File: src/rtl/fpcmp_pkg.sv
package fpcmp_pkg;
  localparam int unsigned CC_W  = 4;
  localparam int unsigned CC_LT = 0;
  localparam int unsigned CC_EQ = 1;
  localparam int unsigned CC_GT = 2;
  localparam int unsigned CC_UN = 3;

  typedef enum logic [1:0] {
    CLS_FINITE = 2'd0,
    CLS_INF    = 2'd1,
    CLS_QNAN   = 2'd2,
    CLS_SNAN   = 2'd3
  } opnd_cls_e;
endpackage

File: src/rtl/fpcmp_classify.sv
module fpcmp_classify
  import fpcmp_pkg::*;
#(
  parameter int unsigned EXP_W = 8,
  parameter int unsigned MAN_W = 23,
  localparam int unsigned WORD_W = 1 + EXP_W + MAN_W,
  localparam int unsigned MAG_W  = EXP_W + MAN_W
) (
  input  logic [WORD_W-1:0] word,
  output opnd_cls_e         cls,
  output logic              sign_eff,
  output logic [MAG_W-1:0]  mag
);
  logic [EXP_W-1:0] expo;
  logic [MAN_W-1:0] frac;
  logic             exp_zero;
  logic             exp_ones;

  assign expo     = word[WORD_W-2 -: EXP_W];
  assign frac     = word[MAN_W-1:0];
  assign exp_zero = (expo == '0);
  assign exp_ones = (expo == '1);

  always_comb begin
    if (!exp_ones)          cls = CLS_FINITE;
    else if (frac == '0)    cls = CLS_INF;
    else if (frac[MAN_W-1]) cls = CLS_QNAN;
    else                    cls = CLS_SNAN;
  end

  // flush: anything with a zero exponent becomes an unsigned zero
  assign mag      = exp_zero ? '0 : word[MAG_W-1:0];
  assign sign_eff = exp_zero ? 1'b0 : word[WORD_W-1];
endmodule

File: src/rtl/fpcmp_order.sv
module fpcmp_order
  import fpcmp_pkg::*;
#(
  parameter int unsigned MAG_W = 31
) (
  input  opnd_cls_e        cls_a,
  input  opnd_cls_e        cls_b,
  input  logic             sign_a,
  input  logic             sign_b,
  input  logic [MAG_W-1:0] mag_a,
  input  logic [MAG_W-1:0] mag_b,
  input  logic             v_enable,
  output logic [CC_W-1:0]  cc,
  output logic             cause
);
  logic any_snan;
  logic any_qnan;
  logic mag_lt;
  logic mag_eq;
  logic a_below;
  logic same_val;

  assign any_snan = (cls_a == CLS_SNAN) || (cls_b == CLS_SNAN);
  assign any_qnan = (cls_a == CLS_QNAN) || (cls_b == CLS_QNAN);
  assign mag_lt   = (mag_a < mag_b);
  assign mag_eq   = (mag_a == mag_b);
  assign same_val = mag_eq && (sign_a == sign_b);

  always_comb begin
    if (sign_a != sign_b) a_below = sign_a;
    else if (sign_a)      a_below = !mag_lt && !mag_eq;
    else                  a_below = mag_lt;
  end

  always_comb begin
    cc    = '0;
    cause = 1'b0;
    if (any_snan) begin
      if (v_enable) cause = 1'b1;
      else          cc[CC_UN] = 1'b1;
    end else if (any_qnan) begin
      cc[CC_UN] = 1'b1;
    end else if (same_val) begin
      cc[CC_EQ] = 1'b1;
    end else if (a_below) begin
      cc[CC_LT] = 1'b1;
    end else begin
      cc[CC_GT] = 1'b1;
    end
  end
endmodule

File: src/rtl/fpcmp_unit.sv
module fpcmp_unit
  import fpcmp_pkg::*;
#(
  parameter int unsigned EXP_W = 8,
  parameter int unsigned MAN_W = 23,
  localparam int unsigned WORD_W = 1 + EXP_W + MAN_W,
  localparam int unsigned MAG_W  = EXP_W + MAN_W,
  localparam int unsigned N_OPND = 2
) (
  input  logic              clk,
  input  logic              rst_n,
  input  logic              in_valid,
  output logic              in_ready,
  input  logic [WORD_W-1:0] op_a,
  input  logic [WORD_W-1:0] op_b,
  input  logic              v_enable,
  output logic              out_valid,
  input  logic              out_ready,
  output logic [CC_W-1:0]   cc_flags,
  output logic              inv_cause,
  output logic              trap_req
);
  logic [N_OPND-1:0][WORD_W-1:0] words;
  opnd_cls_e                     cls   [N_OPND];
  logic [N_OPND-1:0]             sgn;
  logic [N_OPND-1:0][MAG_W-1:0]  mag;
  logic [CC_W-1:0]               cc_next;
  logic                          cause_next;
  logic                          take;

  assign words[0] = op_a;
  assign words[1] = op_b;

  for (genvar gi = 0; gi < N_OPND; gi++) begin : g_cls
    fpcmp_classify #(.EXP_W(EXP_W), .MAN_W(MAN_W)) u_cls (
      .word    (words[gi]),
      .cls     (cls[gi]),
      .sign_eff(sgn[gi]),
      .mag     (mag[gi])
    );
  end

  fpcmp_order #(.MAG_W(MAG_W)) u_ord (
    .cls_a   (cls[0]),
    .cls_b   (cls[1]),
    .sign_a  (sgn[0]),
    .sign_b  (sgn[1]),
    .mag_a   (mag[0]),
    .mag_b   (mag[1]),
    .v_enable(v_enable),
    .cc      (cc_next),
    .cause   (cause_next)
  );

  assign in_ready = !out_valid || out_ready;
  assign take     = in_valid && in_ready;

  always_ff @(posedge clk) begin
    if (!rst_n) begin
      out_valid <= 1'b0;
      cc_flags  <= '0;
      inv_cause <= 1'b0;
    end else if (take) begin
      out_valid <= 1'b1;
      cc_flags  <= cc_next;
      inv_cause <= cause_next;
    end else if (out_ready) begin
      out_valid <= 1'b0;
    end
  end

  assign trap_req = out_valid && inv_cause;
endmodule

File: config.mk
export PLATFORM = sky130hd
export DESIGN_NAME = fpcmp_unit
export DESIGN_NICKNAME = d
export VERILOG_FILES = /design/src/rtl/fpcmp_pkg.sv /design/src/rtl/fpcmp_classify.sv /design/src/rtl/fpcmp_order.sv /design/src/rtl/fpcmp_unit.sv
export SDC_FILE = /design/constraint.sdc
export NUM_CORES = 1
export LEC_CHECK = 0
export BUFFER_PORTS_ARGS = -buffer_cell sky130_fd_sc_hd__buf_2
export CELL_PAD_IN_SITES_DETAIL_PLACEMENT = 1
export CELL_PAD_IN_SITES_GLOBAL_PLACEMENT = 1
export CORE_MARGIN = 4
export CORE_UTILIZATION = 28
export CTS_CLUSTER_DIAMETER = 30
export DETAILED_ROUTE_END_ITERATION = 7
export PLACE_DENSITY_LB_ADDON = 0.1
export REMOVE_ABC_BUFFERS = 1
export SLEW_MARGIN = 5
export SYNTH_ARGS = -nofsm -noshare
export SYNTH_HDL_FRONTEND = slang
export SYNTH_SLANG_ARGS = --single-unit
File: constraint.sdc
create_clock -name clk -period 2.6 [get_ports clk]
set_clock_uncertainty 0.1 [all_clocks]
set_input_delay 0 -clock clk [delete_from_list [all_inputs] [get_ports clk]]
set_output_delay 0 -clock clk [all_outputs]
set_load 0.01 [all_outputs]
======== Word-level counts from Yosys, hierarchy flattened ========
Index checks and enable logic that the tools add are counted.
storage, ports and cells
  register bits ........................... 6
  latch bits .............................. 0
  RAM bits ................................ 0
  ROM bits ................................ 0
  input bits .............................. 69
  output and inout bits ................... 8
  word-level logic and storage cells ...... 54
  memories kept ........................... 0
cells by class
  add/subtract/negate cells ............... 0
  multiply operators ...................... 0
  div/mod/pow operators ................... 0
  $lt $le $gt $ge ......................... 1
  eq/ne operators ......................... 9
  shift-type cells ........................ 0
  mux-type cells .......................... 26
  bitwise gates (word level) .............. 0
  reduce and logical (&&, ||, !) cells .... 15
operator list
  operator                              number
  2-to-1 mux 31 bit                     2
  logical NOT 23 bit                    2
  == test 31 bit                        1
  < comparator 31 bit                   1
  2-to-1 mux 1 bit                      18
  == test 8 bit, second input constant  2
  logical NOT 8 bit                     2
  == test 2 bit, second input constant  4
  2-to-1 mux 2 bit                      4
  2-to-1 mux 3 bit                      2
  logical AND 1 bit                     4
  logical NOT 1 bit                     3
  logical OR 1 bit                      3
  nonzero test 2 bit                    1
  == test 1 bit                         1
  inequality test 1 bit                 1

======== Longest topological paths before layout ========
Gate-level depths: netlist (run 1).
  word-level depth ........................ 11
  mapped depth ............................ 11
  depth with buffers taken out ............ 10

======== By module ========
A second synthesis (run 1) with hierarchy kept.
second synthesis, totals
  cell total of the unflattened synthesis .. 261
  area, all modules ....................... 1926.8 µm²
modules (own cells, without submodules)
  module          times used  cells each  area an instance (µm²)  sequential area each (µm²)
  fpcmp_order     1           133         912.1                   0.0
  fpcmp_classify  2           50          371.6                   0.0
  fpcmp_unit      1           28          271.5                   120.1

======== Worst setup path before layout (run 1) ========
OpenSTA, ideal clock, no wires.
  kind .................................... in2reg
  start point ............................. input port op_a[30]
  end point ............................... register cc_flags[0]
  library setup time ...................... 0.116 ns
  data arrival time ....................... 2.286 ns
  data required time ...................... 2.384 ns
  setup slack ............................. 0.098 ns
  cell stages on the path ................. 11
  buffers on the path ..................... 1
  cell sequence ........................... nor4_1 nand2_1 clkbuf_1 and2_1 ha_1 nand4_2 nor4_4 and2_4 o22ai_1 a211o_1 a41o_1
between the ends
  longest elaborated chain between the ends .. 11
  elaborated cells on any way between the ends .. 23
  those cells by class .................... order compare: 1; eq/ne: 6; mux: 9; reduce/logical: 7
ends and longest elaborated chain
  item                                                   RTL line                              text
  start, declared                                        fpcmp_unit.sv:14                      input logic [WORD_W-1:0] op_a,
  logical NOT 8 bit                                      fpcmp_classify.sv:21                  assign exp_zero = (expo == '0);
  2-to-1 mux 31 bit                                      fpcmp_classify.sv:32                  assign mag = exp_zero ? '0 : word[MAG_W-1:0];
  < comparator 31 bit or == test 31 bit (tied branches)  fpcmp_order.sv:25, fpcmp_order.sv:26
  logical NOT 1 bit                                      fpcmp_order.sv:31                     else if (sign_a) a_below = !mag_lt && !mag_eq;
  logical AND 1 bit                                      fpcmp_order.sv:31
  2-to-1 mux 1 bit                                       fpcmp_order.sv:31
  2-to-1 mux 1 bit                                       fpcmp_order.sv:30                     if (sign_a != sign_b) a_below = sign_a;
  2-to-1 mux 1 bit                                       fpcmp_order.sv:45                     end else if (a_below) begin
  2-to-1 mux 1 bit                                       fpcmp_order.sv:43                     end else if (same_val) begin
  2-to-1 mux 3 bit                                       fpcmp_order.sv:41                     end else if (any_qnan) begin
  2-to-1 mux 3 bit (*)                                   fpcmp_order.sv:38                     if (any_snan) begin
  end signal, assigned                                   fpcmp_unit.sv:65                      cc_flags <= cc_next;
  end, declared                                          fpcmp_unit.sv:19                      output logic [CC_W-1:0] cc_flags,
Mark *: on every way between the ends. The rest lies on a longest branch, timed or not.
A chain may end at the register's enable or synchronous reset.

======== Final worst setup path (run 1) ========
  start point ............................. input port op_a[25]
  end point ............................... register cc_flags[2]
The elaborated chain is that of the path after synthesis.

==> summary.txt, run 1 <==
Routing
  – DR vias: 1968
  – Initial drt markers: 30
  – Drt drc: 0
  – Drt wl/cell: 16.4 µm
  – Vias per cell: 5.10
  – DRT antenna net count: 0
  – Post-Route WL: 6340 µm
  – Initial DRT Pass Iterations: 4

Floorplanning
  – Ports: 77
  – Starting Density: 29.1%
  – Die area: 6580 µm²
  – # rows: 26
  – Die height: 81.1 µm
  – Die width: 81.1 µm
  – Core footprint: 5140 µm²

Pwr
  – Reg power frac: 17.2%
  – Sw frac: 36.7%
  – Internal Power: 366 µW
  – Sw Pwr: 213 µW
  – Power per cell area: 229 nW/µm²
  – Leakage Power: 0.00124 µW
  – VDD IR max: 0.000188 V
  – Combinational Power Share: 58.1%
  – Clk pwr share: 24.7%

STA
  – Max Slew Vio Count: 0
  – Setup tns final: 0 ps
  – Achievable Freq: 402 MHz
  – Hold violation count in the final report: 0
  – Final setup fails: 0
  – RSZ-0062 raised after global routing: yes
  – Clock period minus worst slack: 2490 ps
  – Slew HR: 59.5%
  – Fin crit share: 95.6%
  – Worst slew pin tran: 602 ps

Logic synthesis
  – Yosys reg bits: 6
  – Share of the synthesized area in the top cell type: 25.9%
  – Mapped Area: 1500 µm²
  – Asr flop ratio synth: 0%
  – Mean Syn Cell Area: 6.97 µm²
  – Largest area contributor in the netlist: ha_1
  – Number of flops mapped to enable cells by yosys: 0
  – Synth Flop Type: dfxtp_1
  – Ys Warns: 0
  – Synth unique cells: 36
  – Most common cell in the netlist: nand2_1
  – Synth area leaders: ha_1, and2_1, nand2_1
  – Mapped Cells: 215
  – Synth top cells by count: nand2_1, ha_1, and2_1, a21oi_1, nor4_1
  – Post-synthesis sequential area ratio: 8.02%

Setup path
  – Critical Path Start Type: input port
  – Worst path required time: 2640 ps
  – Critical path type: input port to flop
  – Setup crit end kind: flop
  – Crit Path Max Fanout: 6
  – Arrival time worst endpoint: 2520 ps

Final layout
  – Diode count: 0
  – Fin area: 2530 µm²
  – Fill cells: 681
  – Synthesis-to-layout area growth: 68.8%
  – Nets@finish: 418
  – Layout cell share with drive strength beyond 1: 46.5%

Status
  – Status: finished clean

Clock network
  – Clock Sinks: 6
  – CTS max path bufs: 2
  – CTS tree: yes
  – H-tree levels: 1
  – Cts bufs inserted: 3
  – Clk_lat worst skew: 220 ps
  – Root Driver: clkbuf_8
  – Clock transition at path regs: 40 ps

Worst hold path
  – Min-delay worst type: input port to flop

GRT
  – First-pass GRT wire length: 9300 µm
  – Initial antenna violation count: 0
  – Gr ovfl total: 0
  – GRT Total Usage: 17.7%
  – Vias in the first global route: 2119
  – Largest net degree at the start of global routing: 24

Place
  – GP Congestion: 0.826
  – Placed cell area: 2120 µm²
  – PortBufs: 76
  – DPL Wire Length: 4970 µm

Flow run
  – Max Cap Violations: 0
==> worst max-delay path: stages <==
cell and delay, ps:
buf_2 120, nor4_4 300, nand2_2 190, buf_8 180
and2_1 160, ha_1 310, a21oi_1 160, o21ai_1 130
a221oi_2 350, o22ai_2 100, a211o_1 260, a311oi_2 250
==> cell usage in the layout (no fill, tap or decap), types with 6 or more instances in the layout <==
master	netlist	final
nor4_1	14	10
ha_4	0	9
inv_1	12	12
buf_4	0	26
and2_1	25	21
buf_2	0	73
a21oi_1	16	13
nor2_1	9	9
dfxtp_1	6	6
ha_1	31	22
nand4_1	11	11
nand2_1	36	35
==> through the flow <==
| step | util (%) | instances | total power, µW | setup slack, ps | hold WS [ps] |
|---|---|---|---|---|---|
| final | 49.2 | 386 | 579 | 114 | 4.49 |
| after global routing | 49.2 | 386 | 629 | -65.4 | 14.7 |
| after CTS | 42.7 | 382 | 526 | 31.3 | 4.33 |
| after global placement | 41.3 | 376 | 373 | -167 | 156 |
| after detailed placement | 41.3 | 376 | 376 | -196 | 160 |
| after floorplan | - | 203 | 238 | 45.6 | 29.5 |
==> power groups by stage <==
| stage | combinational (µW) | sequential (µW) | clock [µW] |
|---|---|---|---|
| after global placement | 272 | 101 | 0 |
| final | 336 | 99.5 | 143 |
| after floorplan | 135 | 103 | 0 |
| after global routing | 377 | 100 | 152 |
| after detailed placement | 275 | 101 | 0 |
| after CTS | 281 | 99.6 | 145 |
==> cell type report <==
type | count | area (µm²) | share of cell area, %
flip-flops and latches | 6 | 120 | 4.75
multi-input cells | 185 | 1520 | 60.2
inverters | 12 | 45.0 | 1.78
well taps | 70 | 87.6 | 3.46
repair buffers | 110 | 712 | 28.2
clock buffers | 3 | 41.3 | 1.63
==> flip-flops by register name, indices dropped and copies added, names as in the netlist <==
signal / flops
cc_flags: 4
inv_cause: 1
out_valid: 1
==> worst paths after layout <==
kind,start,endpoint,slack [ps],cells after the start
worst min-delay path,out_ready,out_valid$_SDFFE_PN0P_,4,3
worst max-delay path,op_a[25],cc_flags[2]$_SDFFE_PN0P_,110,12
worst max register to register,out_valid$_SDFFE_PN0P_,inv_cause$_SDFFE_PN0P_,890,6
worst min register to register,cc_flags[1]$_SDFFE_PN0P_,cc_flags[1]$_SDFFE_PN0P_,360,2
==> cells by family (layout without fill, tap and decap cells) <==
logic type               Yosys count  after routing  share of synthesized area [%]
flip-flops                         6              6                           8.02
AND/OR/NAND/NOR                  114            114                           42.5
adder cells (fa/ha/maj)           31             31                           25.9
XOR/XNOR                           1              1                          0.585
buffers and inverters             24            125                           6.01
AO/OA/AOI/OAI                     39             39                           17.0
==> timing repair <==
action / in CTS / in global routing
resized for setup: 0 / 43
endpoints found under the hold margin: 3 / 0
setup buffers: 0 / 2
setup endpoints to repair: 0 / 2
hold buffers: 3 / 0
==> routing by layer <==
layer	global-route usage (%)	vias to the layer above	wire [µm]
li1	-	991	-
met1	21.7	926	2760
met2	34.3	51	3340
met3	2.11	0	232
met4	0.507	0	0
met5	0	-	0
No activity file was read; power rests on OpenSTA's default activity.
==> run 2: changes to the inputs <==
- CORE_UTILIZATION: 28 -> 31
- SYNTH_HIERARCHICAL: default -> 1
==> run 2 against run 1 <==
  * Sequential power is 0.5% lower
  * Setup slack improved by 130 ps
  * Largest cell class unchanged
  * Cell area is 2.3% lower
  * Clock power down 3%
  * Total power decreased by 5.9%
  * Sequential share of layout area rose by 0.11 points
==> summary.txt, run 2 <==
Routing
  – Post-Route WL: 5490 µm
  – Drt drc: 0
  – Initial drt markers: 20
  – Initial DRT Pass Iterations: 4
  – Drt wl/cell: 13.5 µm
  – DR vias: 1986
  – DRT antenna net count: 0
  – Vias per cell: 4.87

Logic synthesis
  – Largest area contributor in the netlist: ha_1
  – Synth top cells by count: and2_4, inv_1, ha_1, nand2_1, nand4_1
  – Compound-Gate Fraction of Synth Area: 12.9%
  – Yosys reg bits: 6
  – Largest family of logic cells by synthesized area: simple AND/OR/NAND/NOR gates
  – Mux contribution to synthesized area: 0%
  – Synth Area in Adders: 20.1%
  – Ys Warns: 6
  – Mapped Area: 1930 µm²
  – Asr flop ratio synth: 0%
  – Synth unique cells: 37
  – Synth Flop Type: dfxtp_1
  – Mean Syn Cell Area: 7.38 µm²
  – Post-synthesis sequential area ratio: 6.23%
  – Post-Synth Simple-Gate Area: 46.6%
  – Synth area leaders: ha_1, and2_4, inv_1
  – Xor/xnor share of the synthesized area: 0.455%
  – Share of the synthesized area in the top cell type: 20.1%
  – Mapped Cells: 261
  – Most common cell in the netlist: and2_4
  – Number of flops mapped to enable cells by yosys: 0

GRT
  – Initial antenna violation count: 0
  – First-pass GRT wire length: 9200 µm
  – Gr ovfl total: 0
  – GRT Total Usage: 14.9%
  – Largest net degree at the start of global routing: 25
  – Vias in the first global route: 2109

Clock network
  – Cts bufs inserted: 3
  – Root Driver: clkbuf_8
  – Clock transition at path regs: 40 ps
  – CTS max path bufs: 2
  – Clk_lat worst skew: 220 ps
  – H-tree levels: 1
  – Clock Sinks: 6
  – Setup bufs post-CTS: 0
  – CTS tree: yes

Place
  – GP Congestion: 0.790
  – DPL Wire Length: 4880 µm
  – PortBufs: 76

Final layout
  – Biggest regs: cc_flags x4, inv_cause x1, out_valid x1
  – Seq. cell area: 120 µm²
  – Synthesis-to-layout area growth: 28.2%
  – Biggest register: cc_flags
  – Area of the multi-input gates: 1580 µm²
  – Nets@finish: 435
  – Fill cells: 794
  – Max FFs per register: 4
  – Util after Layout: 41.2%
  – Most frequent cells in the layout: buf_2, and2_4, inv_1
  – Layout cell share with drive strength beyond 1: 48.3%
  – Diode count: 0
  – Commonest non-fill, non-tap cell in the layout: buf_2

Setup path
  – Critical Path Start Type: input port
  – Critical Path Start: op_a[23]
  – Worst path required time: 2660 ps
  – R2R Path Start: out_valid$_SDFFE_PN0P_
  – Critical path type: input port to flop
  – Arrival time worst endpoint: 2410 ps
  – Crit Path Max Fanout: 17
  – Setup crit end kind: flop

Floorplanning
  – Die width: 86.8 µm
  – Starting Density: 32.2%
  – Ports: 77
  – # rows: 28
  – Die area: 7540 µm²
  – Die height: 86.8 µm
  – Core footprint: 5990 µm²

Flow run
  – Max Cap Violations: 0

Pwr
  – Power per cell area: 221 nW/µm²
  – VDD IR max: 0.000292 V
  – Final Power: 545 µW
  – Leakage Power: 0.00130 µW

Worst hold path
  – Hold path start: rst_n
  – Min-delay worst type: input port to flop

STA
  – Worst slew pin tran: 472 ps
  – Slew HR: 68.2%
  – RSZ-0062 raised after global routing: no
  – Max Slew Vio Count: 0
  – Clock period minus worst slack: 2350 ps
  – Achievable Freq: 425 MHz
  – Final setup fails: 0
  – Fin crit share: 90.4%
  – Hold violation count in the final report: 0

Status
  – Status: finished clean
[run 2: cells by family after synthesis]
group,count (synthesis)
AO/OA/AOI/OAI,38
XOR/XNOR,1
adder cells (fa/ha/maj),31
buffers and inverters,56
flip-flops,6
AND/OR/NAND/NOR,129
[run 2: critical path: stages]
cell and delay, ps:
buf_2 120, nor4_4 330, nand2_4 190, buf_4 190, and2_4 150, ha_1 290, nand2_1 50, o21ai_1 170
buf_4 130, o21ai_0 60, a21o_1 210, and2_4 150, o22ai_1 180, nand4_1 120, o21ai_2 70
[run 2: area by class of cell]
| type | count | share of cell area (%) |
|---|---|---|
| tap | 75 | 3.80 |
| multi-input combinational | 199 | 63.9 |
| sequential | 6 | 4.86 |
| clock buffer | 3 | 1.67 |
| timing repair buffer | 91 | 20.6 |
| inverter | 34 | 5.16 |
[run 2: report_power, final]
group	total (µW)	internal, µW	switching [µW]
registers	99.0	96.3	2.66
clock network	138	99.3	38.5
logic	308	164	144
[run 2: routing by layer]
metal	share of wire (%)	track usage, %	vias up
li1	-	-	1034
met1	43	18.5	917
met2	54	28.4	35
met3	3.1	1.62	0
met4	0	0.850	0
met5	0	0	-
[run 2: repair_timing]
item / in CTS / in global routing
pin swaps: 1 / 1
gates resized for setup: 1 / 5
hold buffers: 1 / 0
cloned: 0 / 0
endpoints found under the setup margin: 1 / 3
endpoints found under the hold margin: 1 / 0
[run 2: worst paths after layout]
path	endpoint	slack (ps)	cells after the start
setup / recovery	cc_flags[2]$_SDFFE_PN0P_	250	15
hold / removal	cc_flags[0]$_SDFFE_PN0P_	30	3
setup reg to reg	cc_flags[1]$_SDFFE_PN0P_	1640	3
hold reg to reg	cc_flags[3]$_SDFFE_PN0P_	350	2
[run 2: stage by stage]
step / std cells / worst slack (ps) / setup TNS [ps] / area, µm² / hold slack [ps]
after global routing: 408 / 53.9 / 0 / 2470 / 41.7
after floorplan: 239 / 366 / 0 / 1790 / 38.8
after global placement: 404 / -169 / -396 / 2380 / 225
after CTS: 408 / 25.7 / 0 / 2440 / 31.5
final: 408 / 248 / 0 / 2470 / 32.9
after detailed placement: 404 / -222 / -492 / 2380 / 222
